**src/rtl/evtcnt_pkg.sv**
```systemverilog
// Shared types for the filtered event counter.
// Assumes a 32-bit register port; field layout of the configuration word is fixed here.
package evtcnt_pkg;
    localparam int GRP_W = 16;
    localparam int SEL_W = 5;
    localparam int LVL_W = 4;
    localparam int CFG_W = 1 + 1 + LVL_W + SEL_W + GRP_W;

    typedef enum logic [2:0] {
        ADR_GCTL  = 3'd0,
        ADR_CFG   = 3'd1,
        ADR_COUNT = 3'd2,
        ADR_STAT  = 3'd3,
        ADR_PC    = 3'd4
    } reg_addr_e;

    // Packed MSB first: irq_en at bit 26, mask at bits [15:0].
    typedef struct packed {
        logic             irq_en;
        logic             above;
        logic [LVL_W-1:0] thr;
        logic [SEL_W-1:0] sel;
        logic [GRP_W-1:0] mask;
    } cfg_t;
endpackage

```
**src/rtl/evtcnt_filter.sv**
```systemverilog
// Event qualification: picks one group of the event bus, masks it, ORs it,
// and gates the result with the global enable and the interrupt-level filter.
// Assumes the bus holds 2**SEL_W groups of GRP_W bits, group g at [g*GRP_W +: GRP_W].
module evtcnt_filter #(
    parameter int GRP_W = 16,
    parameter int SEL_W = 5,
    parameter int LVL_W = 4,
    localparam int NGRP = 1 << SEL_W
) (
    input  logic [NGRP*GRP_W-1:0] evt_bus,
    input  logic [SEL_W-1:0]      sel,
    input  logic [GRP_W-1:0]      mask,
    input  logic                  above,
    input  logic [LVL_W-1:0]      thr,
    input  logic [LVL_W-1:0]      lvl,
    input  logic                  enable,
    output logic                  hit
);
    logic [GRP_W-1:0] grp_arr [NGRP];
    logic [GRP_W-1:0] grp_sel;
    logic             any_cond;
    logic             lvl_ok;

    // Slice the flat bus into groups.
    for (genvar g = 0; g < NGRP; g++) begin : g_slice
        assign grp_arr[g] = evt_bus[g*GRP_W +: GRP_W];
    end

    // Choose group, mask it and reduce to one condition per cycle.
    always_comb begin
        grp_sel  = grp_arr[sel];
        any_cond = |(grp_sel & mask);
    end

    // Privilege filter: above mode needs level > threshold, else level <= threshold.
    always_comb begin
        lvl_ok = above ? (lvl > thr) : (lvl <= thr);
        hit    = enable & any_cond & lvl_ok;
    end
endmodule

```
**src/rtl/evtcnt_core.sv**
```systemverilog
// Count register with software load. A load wins over an increment.
// Emits a one-cycle wrap pulse when an increment leaves the all-ones value.
module evtcnt_core #(
    parameter int CNT_W = 32
) (
    input  logic             clk,
    input  logic             rst_n,
    input  logic             inc,
    input  logic             wr_en,
    input  logic [CNT_W-1:0] wr_data,
    output logic [CNT_W-1:0] count,
    output logic             wrap
);
    // Wrap happens only on a real increment from all ones.
    always_comb wrap = inc & ~wr_en & (&count);

    // Count update: load first, then increment.
    always_ff @(posedge clk) begin
        if (!rst_n)     count <= '0;
        else if (wr_en) count <= wr_data;
        else if (inc)   count <= count + 1'b1;
    end

    assert_load_wins_R11: assert property (@(posedge clk) disable iff (!rst_n)
        wr_en |=> count == $past(wr_data));
    assert_single_step_R4: assert property (@(posedge clk) disable iff (!rst_n)
        (inc && !wr_en) |=> count == CNT_W'($past(count) + 1'b1));
    assert_hold_idle_R2: assert property (@(posedge clk) disable iff (!rst_n)
        (!inc && !wr_en) |=> $stable(count));
endmodule

```
**src/rtl/evtcnt_status.sv**
```systemverilog
// Sticky status: overflow flag, interrupt-source flag and captured PC.
// Assumes wrap is a one-cycle pulse; a set in the same cycle as a clear wins.
module evtcnt_status #(
    parameter int PC_W = 32
) (
    input  logic            clk,
    input  logic            rst_n,
    input  logic            wrap,
    input  logic            irq_en,
    input  logic [PC_W-1:0] pc,
    input  logic            clr_we,
    input  logic [1:0]      clr_bits,
    output logic            ovf,
    output logic            src,
    output logic [PC_W-1:0] pc_cap
);
    logic raise;

    // An interrupt is raised by a wrap with interrupts enabled.
    always_comb raise = wrap & irq_en;

    // Sticky overflow bit, write-one-to-clear.
    always_ff @(posedge clk) begin
        if (!rst_n) ovf <= 1'b0;
        else        ovf <= wrap | (ovf & ~(clr_we & clr_bits[0]));
    end

    // Sticky interrupt-source bit, write-one-to-clear.
    always_ff @(posedge clk) begin
        if (!rst_n) src <= 1'b0;
        else        src <= raise | (src & ~(clr_we & clr_bits[1]));
    end

    // Capture PC of the first raising wrap while no interrupt is pending.
    always_ff @(posedge clk) begin
        if (!rst_n)              pc_cap <= '0;
        else if (raise && !src)  pc_cap <= pc;
    end

    assert_wrap_sets_ovf_R7: assert property (@(posedge clk) disable iff (!rst_n)
        wrap |=> ovf);
    assert_raise_sets_src_R8: assert property (@(posedge clk) disable iff (!rst_n)
        raise |=> src);
    assert_src_needs_cause_R8: assert property (@(posedge clk) disable iff (!rst_n)
        $rose(src) |-> $past(wrap && irq_en));
    assert_pc_held_R9: assert property (@(posedge clk) disable iff (!rst_n)
        src |=> $stable(pc_cap));
endmodule

```
**src/rtl/evt_perf_counter.sv**
```systemverilog
// Top of the filtered performance counter: register port, configuration
// storage and read mux around the filter, count and status sub-blocks.
// Assumes single-cycle register writes and a combinational read path.
module evt_perf_counter #(
    parameter int CNT_W = 32,
    parameter int PC_W  = 32,
    localparam int NGRP  = 1 << evtcnt_pkg::SEL_W,
    localparam int BUS_W = NGRP * evtcnt_pkg::GRP_W
) (
    input  logic                         clk,
    input  logic                         rst_n,
    input  logic [BUS_W-1:0]             evt_bus_i,
    input  logic [evtcnt_pkg::LVL_W-1:0] int_level_i,
    input  logic [PC_W-1:0]              pc_i,
    input  logic                         reg_we_i,
    input  logic [2:0]                   reg_addr_i,
    input  logic [31:0]                  reg_wdata_i,
    output logic [31:0]                  reg_rdata_o,
    output logic                         irq_o
);
    import evtcnt_pkg::*;

    logic             gbl_en;
    cfg_t             cfg_q;
    logic             hit;
    logic             cnt_we;
    logic             stat_we;
    logic [CNT_W-1:0] count;
    logic             wrap;
    logic             ovf;
    logic             src;
    logic [PC_W-1:0]  pc_cap;

    // Decode register writes.
    always_comb begin
        cnt_we  = reg_we_i && (reg_addr_i == ADR_COUNT);
        stat_we = reg_we_i && (reg_addr_i == ADR_STAT);
    end

    // Global enable and configuration storage.
    always_ff @(posedge clk) begin
        if (!rst_n) begin
            gbl_en <= 1'b0;
            cfg_q  <= '0;
        end else if (reg_we_i) begin
            if (reg_addr_i == ADR_GCTL) gbl_en <= reg_wdata_i[0];
            if (reg_addr_i == ADR_CFG)  cfg_q  <= cfg_t'(reg_wdata_i[CFG_W-1:0]);
        end
    end

    evtcnt_filter #(.GRP_W(GRP_W), .SEL_W(SEL_W), .LVL_W(LVL_W)) u_filter (
        .evt_bus (evt_bus_i),
        .sel     (cfg_q.sel),
        .mask    (cfg_q.mask),
        .above   (cfg_q.above),
        .thr     (cfg_q.thr),
        .lvl     (int_level_i),
        .enable  (gbl_en),
        .hit     (hit)
    );

    evtcnt_core #(.CNT_W(CNT_W)) u_core (
        .clk     (clk),
        .rst_n   (rst_n),
        .inc     (hit),
        .wr_en   (cnt_we),
        .wr_data (reg_wdata_i[CNT_W-1:0]),
        .count   (count),
        .wrap    (wrap)
    );

    evtcnt_status #(.PC_W(PC_W)) u_status (
        .clk      (clk),
        .rst_n    (rst_n),
        .wrap     (wrap),
        .irq_en   (cfg_q.irq_en),
        .pc       (pc_i),
        .clr_we   (stat_we),
        .clr_bits (reg_wdata_i[1:0]),
        .ovf      (ovf),
        .src      (src),
        .pc_cap   (pc_cap)
    );

    // Interrupt follows the source flag.
    always_comb irq_o = src;

    // Read mux, zero for unused addresses.
    always_comb begin
        reg_rdata_o = '0;
        case (reg_addr_i)
            ADR_GCTL:  reg_rdata_o[0]         = gbl_en;
            ADR_CFG:   reg_rdata_o[CFG_W-1:0] = cfg_q;
            ADR_COUNT: reg_rdata_o[CNT_W-1:0] = count;
            ADR_STAT:  reg_rdata_o[1:0]       = {src, ovf};
            ADR_PC:    reg_rdata_o[PC_W-1:0]  = pc_cap;
            default:   reg_rdata_o            = '0;
        endcase
    end

    assert_disabled_holds_R2: assert property (@(posedge clk) disable iff (!rst_n)
        (!gbl_en && !cnt_we) |=> $stable(count));
    assert_irq_off_no_src_R8: assert property (@(posedge clk) disable iff (!rst_n)
        (!cfg_q.irq_en && !src) |=> !irq_o);
endmodule

```
**config.mk**
```make
export PLATFORM = sky130hd
export DESIGN_NAME = evt_perf_counter
export DESIGN_NICKNAME = d
export VERILOG_FILES = /design/src/rtl/evtcnt_pkg.sv /design/src/rtl/evtcnt_filter.sv /design/src/rtl/evtcnt_core.sv /design/src/rtl/evtcnt_status.sv /design/src/rtl/evt_perf_counter.sv
export SDC_FILE = /design/constraint.sdc
export NUM_CORES = 1
export LEC_CHECK = 0
export ABC_AREA = 1
export BUFFER_PORTS_ARGS = -buffer_cell sky130_fd_sc_hd__buf_4
export CAP_MARGIN = 20
export CORE_AREA = 2 2 240 242
export CTS_BUF_LIST = sky130_fd_sc_hd__clkbuf_2 sky130_fd_sc_hd__clkbuf_4 sky130_fd_sc_hd__clkbuf_8
export DETAILED_ROUTE_END_ITERATION = 7
export DIE_AREA = 0 0 242 244
export GPL_TIMING_DRIVEN = 0
export PLACE_DENSITY_LB_ADDON = 0.05
export SLEW_MARGIN = 20
export SYNTH_ARGS = -nofsm -noshare
export SYNTH_HDL_FRONTEND = slang
export SYNTH_SLANG_ARGS = --single-unit
```
**constraint.sdc**
```tcl
create_clock -name clk -period 2.5 [get_ports clk]
set_input_delay 0.25 -clock clk [delete_from_list [all_inputs] [get_ports clk]]
set_output_delay 0.25 -clock clk [all_outputs]
set_load 0.05 [all_outputs]
```
==> results.toml, run 1 <==
[run_status]
status = "complete, but fails checks"
violations = "setup timing"

[worst_setup_path]
start_kind = "register"
crit_required_ns = 2.83
endpoint_kind = "register"
arrival_ns = 3.19
endpoint = "u_status.pc_cap[18]"
crit_fanout = 7
path_class = "reg -> reg"
r2r-start = "cfg_q[16]"
critPathLaunch = "cfg_q[16]"
r2r_cells = 22
r2r_end = "u_status.pc_cap[18]"
rrSetupSlack_ns = -0.36

[routing]
wl_um = 96600
via_per_inst = 4.93
drtIter0Drc = 1226
ant_nets = 0
dr.pass1.iters = 7
vias = 17100
wire_per_inst_um = 27.9
route.detailed.drc = 0

[sta]
setup_viol = 65
finalSetupTns_ns = -18.80
fin_crit_ns = 2.86
holdWs_ns = 0.0976
setup_slack_ns = -0.360
relSlewSlack_pct = 51.3
fin_crit_sh_pct = 114
fmaxAchievable_mhz = 350
fin_skew_ns = 0.0267
hold_viol = 0
max_slew.worst_pin.slew_ns = 0.731
rsz0062_at_grt = "true"
report.final.slew_viol_count = 0

[global_routing]
track_usage_pct = 30.0
grt_max_degree = 17
grt_pass1_wl_um = 126000
grt_overflow = 0
antenna_found_initial = 23
grt_pass1_vias = 16600

[cells_and_area]
final_nets = 3274
area_growth_pct = 90.3
drive_gt1_share_pct = 44.2
instances_no_fill = 3467
post-route-util_pct = 35.6
fill_cells = 6451

[floorplan]
die_w_um = 242
start_util_pct = 18.7
dieArea_um2 = 59000
fp.dieH_um = 244
rows = 87
core_area_um2 = 56200
io_pins = 619

[place]
dp_hpwl_um = 77900
gp_congestion = 0.949
port_buffers = 616
place_inst = 3369

[power]
ir_worst_vdd_mv = 0.195
leakagePower_nw = 9.27
cellPowerDensity_nw_per_um2 = 264
total_power_mw = 5.27

[worst_hold_path]
hold_path_class = "in -> reg"

[clocking]
clk_pin_slew_worst_paths_ns = 0.11
cts_num_sinks = 94
numCtsBuffers = 9
hold_buffers = 0
ctsRootBufferMaster = "clkbuf_8"
cts_tree = "done"
cts_buffer_depth = 2
clock_latency_ns = 0.41
htree_levels = 3

[job]
cap_violations = 0

[yosys]
ys_ff_latch = 94
syn_area_um2 = 10500
syn_inst = 1997
ys_types = 35
ys_warn_count = 0
synth_nets = 2588
ys_seq_area_share_pct = 17.9
synth_area_per_cell_um2 = 5.26
-- state kept, by name, indices dropped and copies added, names as in the netlist --
name,count
u_core.count,32
u_status.pc_cap,32
cfg_q,27
gbl_en,1
u_status.ovf,1
u_status.src,1
-- stage by stage --
stage          setup slack [ns]  cell area, µm²
2_1_floorplan             0.229           10500
5_1_grt                  -0.456           20000
6_report                 -0.360           20000
4_1_cts                  -0.302           17600
3_5_place_dp              -1.28           16100
3_3_place_gp              -1.24           16100
-- synthesized netlist by cell type --
library cell	instances	area, µm²
inv_2	3	11.3
nor4_4	1	21.3
ha_1	5	62.6
clkinv_1	3	11.3
o21ai_0	41	205
buf_1	9	33.8
a21oi_1	18	90.1
nand3_2	1	10.0
a31oi_1	29	181
nor3_1	12	60.1
o2111ai_1	1	8.76
clkbuf_1	46	173
o221ai_1	8	70.1
o211ai_1	9	67.6
nor2_4	1	11.3
nand4_1	34	213
or2_2	3	18.8
nor2_2	4	25.0
xor2_1	26	228
nor4_1	5	31.3
or4_1	1	7.51
buf_6	11	124
nand2_1	837	3140
inv_4	1	6.26
inv_1	85	319
dfxtp_1	94	1880
nor2_1	128	480
buf_2	65	325
nand3_1	484	2420
xnor2_1	1	8.76
o21a_1	1	7.51
a32o_1	1	10.0
nor3_2	1	10.0
nand4_2	2	25.0
buf_4	26	195
-- report_power, final --
part / leakage, nW / internal (mW) / switching (mW)
combinational: 8.41 / 1.22 / 1.36
clock: 0.101 / 0.482 / 0.650
sequential: 0.762 / 1.52 / 0.0367
total: 9.27 / 3.22 / 2.04
-- critical path: stages (launching register included) --
cell	delay [ns]
dfxtp_2	0.35
buf_8	0.14
buf_12	0.17
clkbuf_16	0.19
clkbuf_16	0.17
nand2_2	0.05
nand3_2	0.08
nand3_2	0.07
nand2_2	0.12
nand2_2	0.07
nand3_2	0.11
nand3_2	0.08
nand2_2	0.09
nor2_1	0.05
nand2_1	0.09
nor2_4	0.07
nor2_4	0.19
nand4_4	0.15
nor2_4	0.15
buf_6	0.14
buf_6	0.13
nor2_1	0.04
nor2_1	0.09
-- logic make-up after synthesis --
family,after synthesis,synth area share [%]
buf+inv,249,11.4
compound gates,108,6.10
fa+ha+maj,5,0.596
xor+xnor,27,2.25
flops,94,17.9
simple gates,1514,61.7
-- area by class of cell --
type	instances	area, µm²	share of cell area (%)
plain buffers	156	1660	8.33
clock buffers	10	131	0.657
multi-input cells	1654	9080	45.5
diodes	23	57.6	0.288
repair buffers	676	5780	28.9
well taps	756	946	4.73
clock inverters	6	68.8	0.344
flip-flops and latches	94	1890	9.44
inverters	92	368	1.84
-- worst min path at each step --
stage / slack (ns) / depth (start not counted) / startpoint / endpoint
floorplan: 0.38 / 2 / reg_wdata_i[1] / cfg_q[1]
global placement: 0.46 / 2 / u_core.count[3] / u_core.count[3]
detailed placement: 0.47 / 2 / gbl_en / gbl_en
CTS: 0.09 / 3 / reg_wdata_i[26] / cfg_q[26]
global route: 0.11 / 3 / reg_wdata_i[21] / cfg_q[21]
finish: 0.1 / 3 / reg_wdata_i[26] / cfg_q[26]
-- what timing repair did --
action | CTS | global route
buffers inserted | 10 | 8
endpoints found under the setup margin | 70 | 67
resized for setup | 310 | 352
endpoints found under the hold margin | 0 | 0
pin swaps | 15 | 132
gates cloned | 4 | 38
-- layer usage --
layer | GRT usage, % | wire [µm]
met5 | 0 | 0
met4 | 9.11 | 3220
met3 | 3.46 | 5170
met2 | 54.4 | 48200
met1 | 36.9 | 40000
-- cell usage in the layout, fill, tap and decap left out, types with 5 or more instances in the layout --
cell type  netlist  layout
nand2_1        837     706
buf_4           26     648
nand3_1        484     268
nand3_2          1     200
nor2_1         128     119
nand2_2          0     118
dfxtp_1         94      91
inv_1           85      84
o21ai_0         41      41
buf_12           0      38
nand4_1         34      34
clkbuf_1        46      33
clkbuf_16        0      32
a31oi_1         29      29
buf_6           11      28
xor2_1          26      26
diode_2          0      23
a21oi_1         18      18
nand3_4          0      17
buf_8            0      17
nand2_4          0      13
nor3_1          12      12
clkbuf_4         0      11
clkbuf_8         0      10
o211ai_1         9       9
buf_2           65       9
nor2_2           4       8
o221ai_1         8       8
nor2_4           1       6
clkbuf_2         0       6
nor4_1           5       5
buf_1            9       5
buf_16           0       5
ha_1             5       5
Note: power is estimated with default switching activity, not from simulation.
==> inputs of run 2 (changes only) <==
--- a/config.mk
+++ b/config.mk
@@ -8,12 +8,13 @@
 export ABC_AREA = 1
 export BUFFER_PORTS_ARGS = -buffer_cell sky130_fd_sc_hd__buf_4
 export CAP_MARGIN = 20
-export CORE_AREA = 2 2 240 242
+export CORE_AREA = 3 3 241 243
 export CTS_BUF_LIST = sky130_fd_sc_hd__clkbuf_2 sky130_fd_sc_hd__clkbuf_4 sky130_fd_sc_hd__clkbuf_8
 export DETAILED_ROUTE_END_ITERATION = 7
-export DIE_AREA = 0 0 242 244
+export DIE_AREA = 0 0 244 246
 export GPL_TIMING_DRIVEN = 0
 export PLACE_DENSITY_LB_ADDON = 0.05
+export SETUP_SLACK_MARGIN = 0.1
 export SLEW_MARGIN = 20
 export SYNTH_ARGS = -nofsm -noshare
 export SYNTH_HDL_FRONTEND = slang
==> results.toml, run 2 (synthesized netlist as in run 1, its figures left out) <==
[cells_and_area]
mostFrequentLayoutCells = "789 x nand2_1, 651 x buf_4, 400 x nand3_1, 109 x nor2_1, 91 x dfxtp_1"
area_growth_pct = 72.0
fill_cells = 6594
instances_no_fill = 3424
mostFrequentLayoutCell = "nand2_1"
drive_gt1_share_pct = 35.6
largestRegisters = "u_core.count x32, u_status.pc_cap x32, cfg_q x27"
final_nets = 3238

[global_routing]
grt_pass1_vias = 16500
antenna_found_initial = 18
grt_pass1_wl_um = 123000
track_usage_pct = 28.4
grt_max_degree = 18
grt_overflow = 0

[place]
pre_cts_ws_ns = -1.24
port_buffers = 616
place_inst = 3369
gp_congestion = 0.953
dp_hpwl_um = 75800

[worst_setup_path]
start_kind = "register"
slowest_delay_ns = 0.35
arrival_ns = 3.14
crit_buf_inv = 8
crit_required_ns = 2.79
slowest_stage = "dfxtp_2"
cp_common_cell = "nand2_2"
crit_fanout = 10
cp_top_family = "simple AND/OR/NAND/NOR gates"
crit_path_cell_trace = "buf_12, clkinv_16, clkbuf_16, clkbuf_16, nand2_1, nand3_2, nand3_2, nand2_2, nand2_2, nand3_1, nand3_1, nand2_2, inv_1, nand2_1, nor2_2, nand2_4, nand3_4, nor2_4, buf_12, buf_6, buf_4, o21a_1"
path_class = "reg -> reg"
endpoint_kind = "register"

[job]
cap_violations = 0

[power]
leakagePower_nw = 8.65
ir_worst_vdd_mv = 0.262
total_power_mw = 4.96
cellPowerDensity_nw_per_um2 = 275

[clocking]
ctsRootBufferMaster = "clkbuf_8"
cts_num_sinks = 94
cts_tree = "done"
clk_pin_slew_worst_paths_ns = 0.12
cts_buffer_depth = 2
clock_latency_ns = 0.39
numCtsBuffers = 9
htree_levels = 3

[sta]
report.final.slew_viol_count = 0
rsz0062_at_grt = "true"
hold_viol = 0
fin_crit_ns = 2.85
setup_viol = 65
fin_crit_sh_pct = 114
setup_slack_ns = -0.346
fmaxAchievable_mhz = 351
relSlewSlack_pct = 57.5
fin_skew_ns = 0.0265
max_slew.worst_pin.slew_ns = 0.638

[routing]
wl_um = 90400
route.detailed.drc = 0
dr.pass1.iters = 7
wire_per_inst_um = 26.4
drtIter0Drc = 1318
ant_nets = 0
vias = 16800
via_per_inst = 4.89

[floorplan]
fp.dieH_um = 246
rows = 87
die_w_um = 244
io_pins = 619
start_util_pct = 18.7
core_area_um2 = 56200
dieArea_um2 = 60000

[run_status]
violations = "setup timing"
status = "complete, but fails checks"

[worst_hold_path]
hold_path_class = "in -> reg"
[run 2: cell count changes in the layout (fill, tap and decap cells not counted), sizes merged]
cell	previous run	this run
clkbuf	92	62
diode	23	16
buf	750	744
clkinv	4	6
clkinvlp	2	0
[run 2: layout make-up]
class / count / area, µm² / area share (%)
multi-input combinational: 1654 / 8090 / 44.8
buffer: 157 / 1520 / 8.44
tap: 756 / 946 / 5.24
timing repair buffer: 639 / 4980 / 27.6
sequential: 94 / 1890 / 10.5
clock buffer: 10 / 138 / 0.762
antenna: 16 / 40.0 / 0.222
clock inverter: 6 / 76.3 / 0.423
inverter: 92 / 372 / 2.06
[run 2: path summary, 6_finish.rpt]
| kind | startpoint | endpoint | slack, ns | cells after the start |
|---|---|---|---|---|
| hold / removal | reg_wdata_i[8] | cfg_q[8] | 0.1 | 3 |
| setup / recovery | cfg_q[16] | u_status.ovf | -0.35 | 22 |
| hold reg to reg | gbl_en | gbl_en | 0.49 | 2 |
| setup reg to reg | cfg_q[16] | u_status.ovf | -0.35 | 22 |
[run 2: stage by stage]
step / utilization, % / hold slack (ns) / TNS (ns) / instance area, µm²
CTS: 30.9 / 0.0861 / -15.54 / 17400
finish: 32.1 / 0.0992 / -16.45 / 18100
detailed placement: 28.6 / 0.473 / -72.36 / 16100
floorplan: - / 0.378 / 0 / 10500
global route: 32.1 / 0.0969 / -26.46 / 18100
global placement: 28.6 / 0.465 / -71.66 / 16100
[run 2: tightest hold or removal path, stage by stage]
cell    delay [ns]
buf_4         0.09
nor2_1        0.05
nor2_1        0.08
[run 2: layer usage]
metal	GRT usage (%)	part of all wire (%)	vias to the layer above
met5	0	0.020	-
met2	53.0	52	664
met4	6.80	1.9	4
met1	34.1	40	8162
met3	4.35	6.0	74
li1	-	-	7856
[run 2: repair_timing]
item | 4_1_cts | 5_1_grt
cloned | 7 | 5
gates resized for setup | 262 | 127
pin swaps | 24 | 32
endpoints found under the setup margin | 78 | 76
hold buffers | 0 | 0
buffers inserted | 9 | 2
[run 2: power breakdown]
group	internal (mW)	switching (mW)	leakage [nW]
registers	1.52	0.0346	0.762
clock network	0.509	0.648	0.109
logic	1.06	1.18	7.78
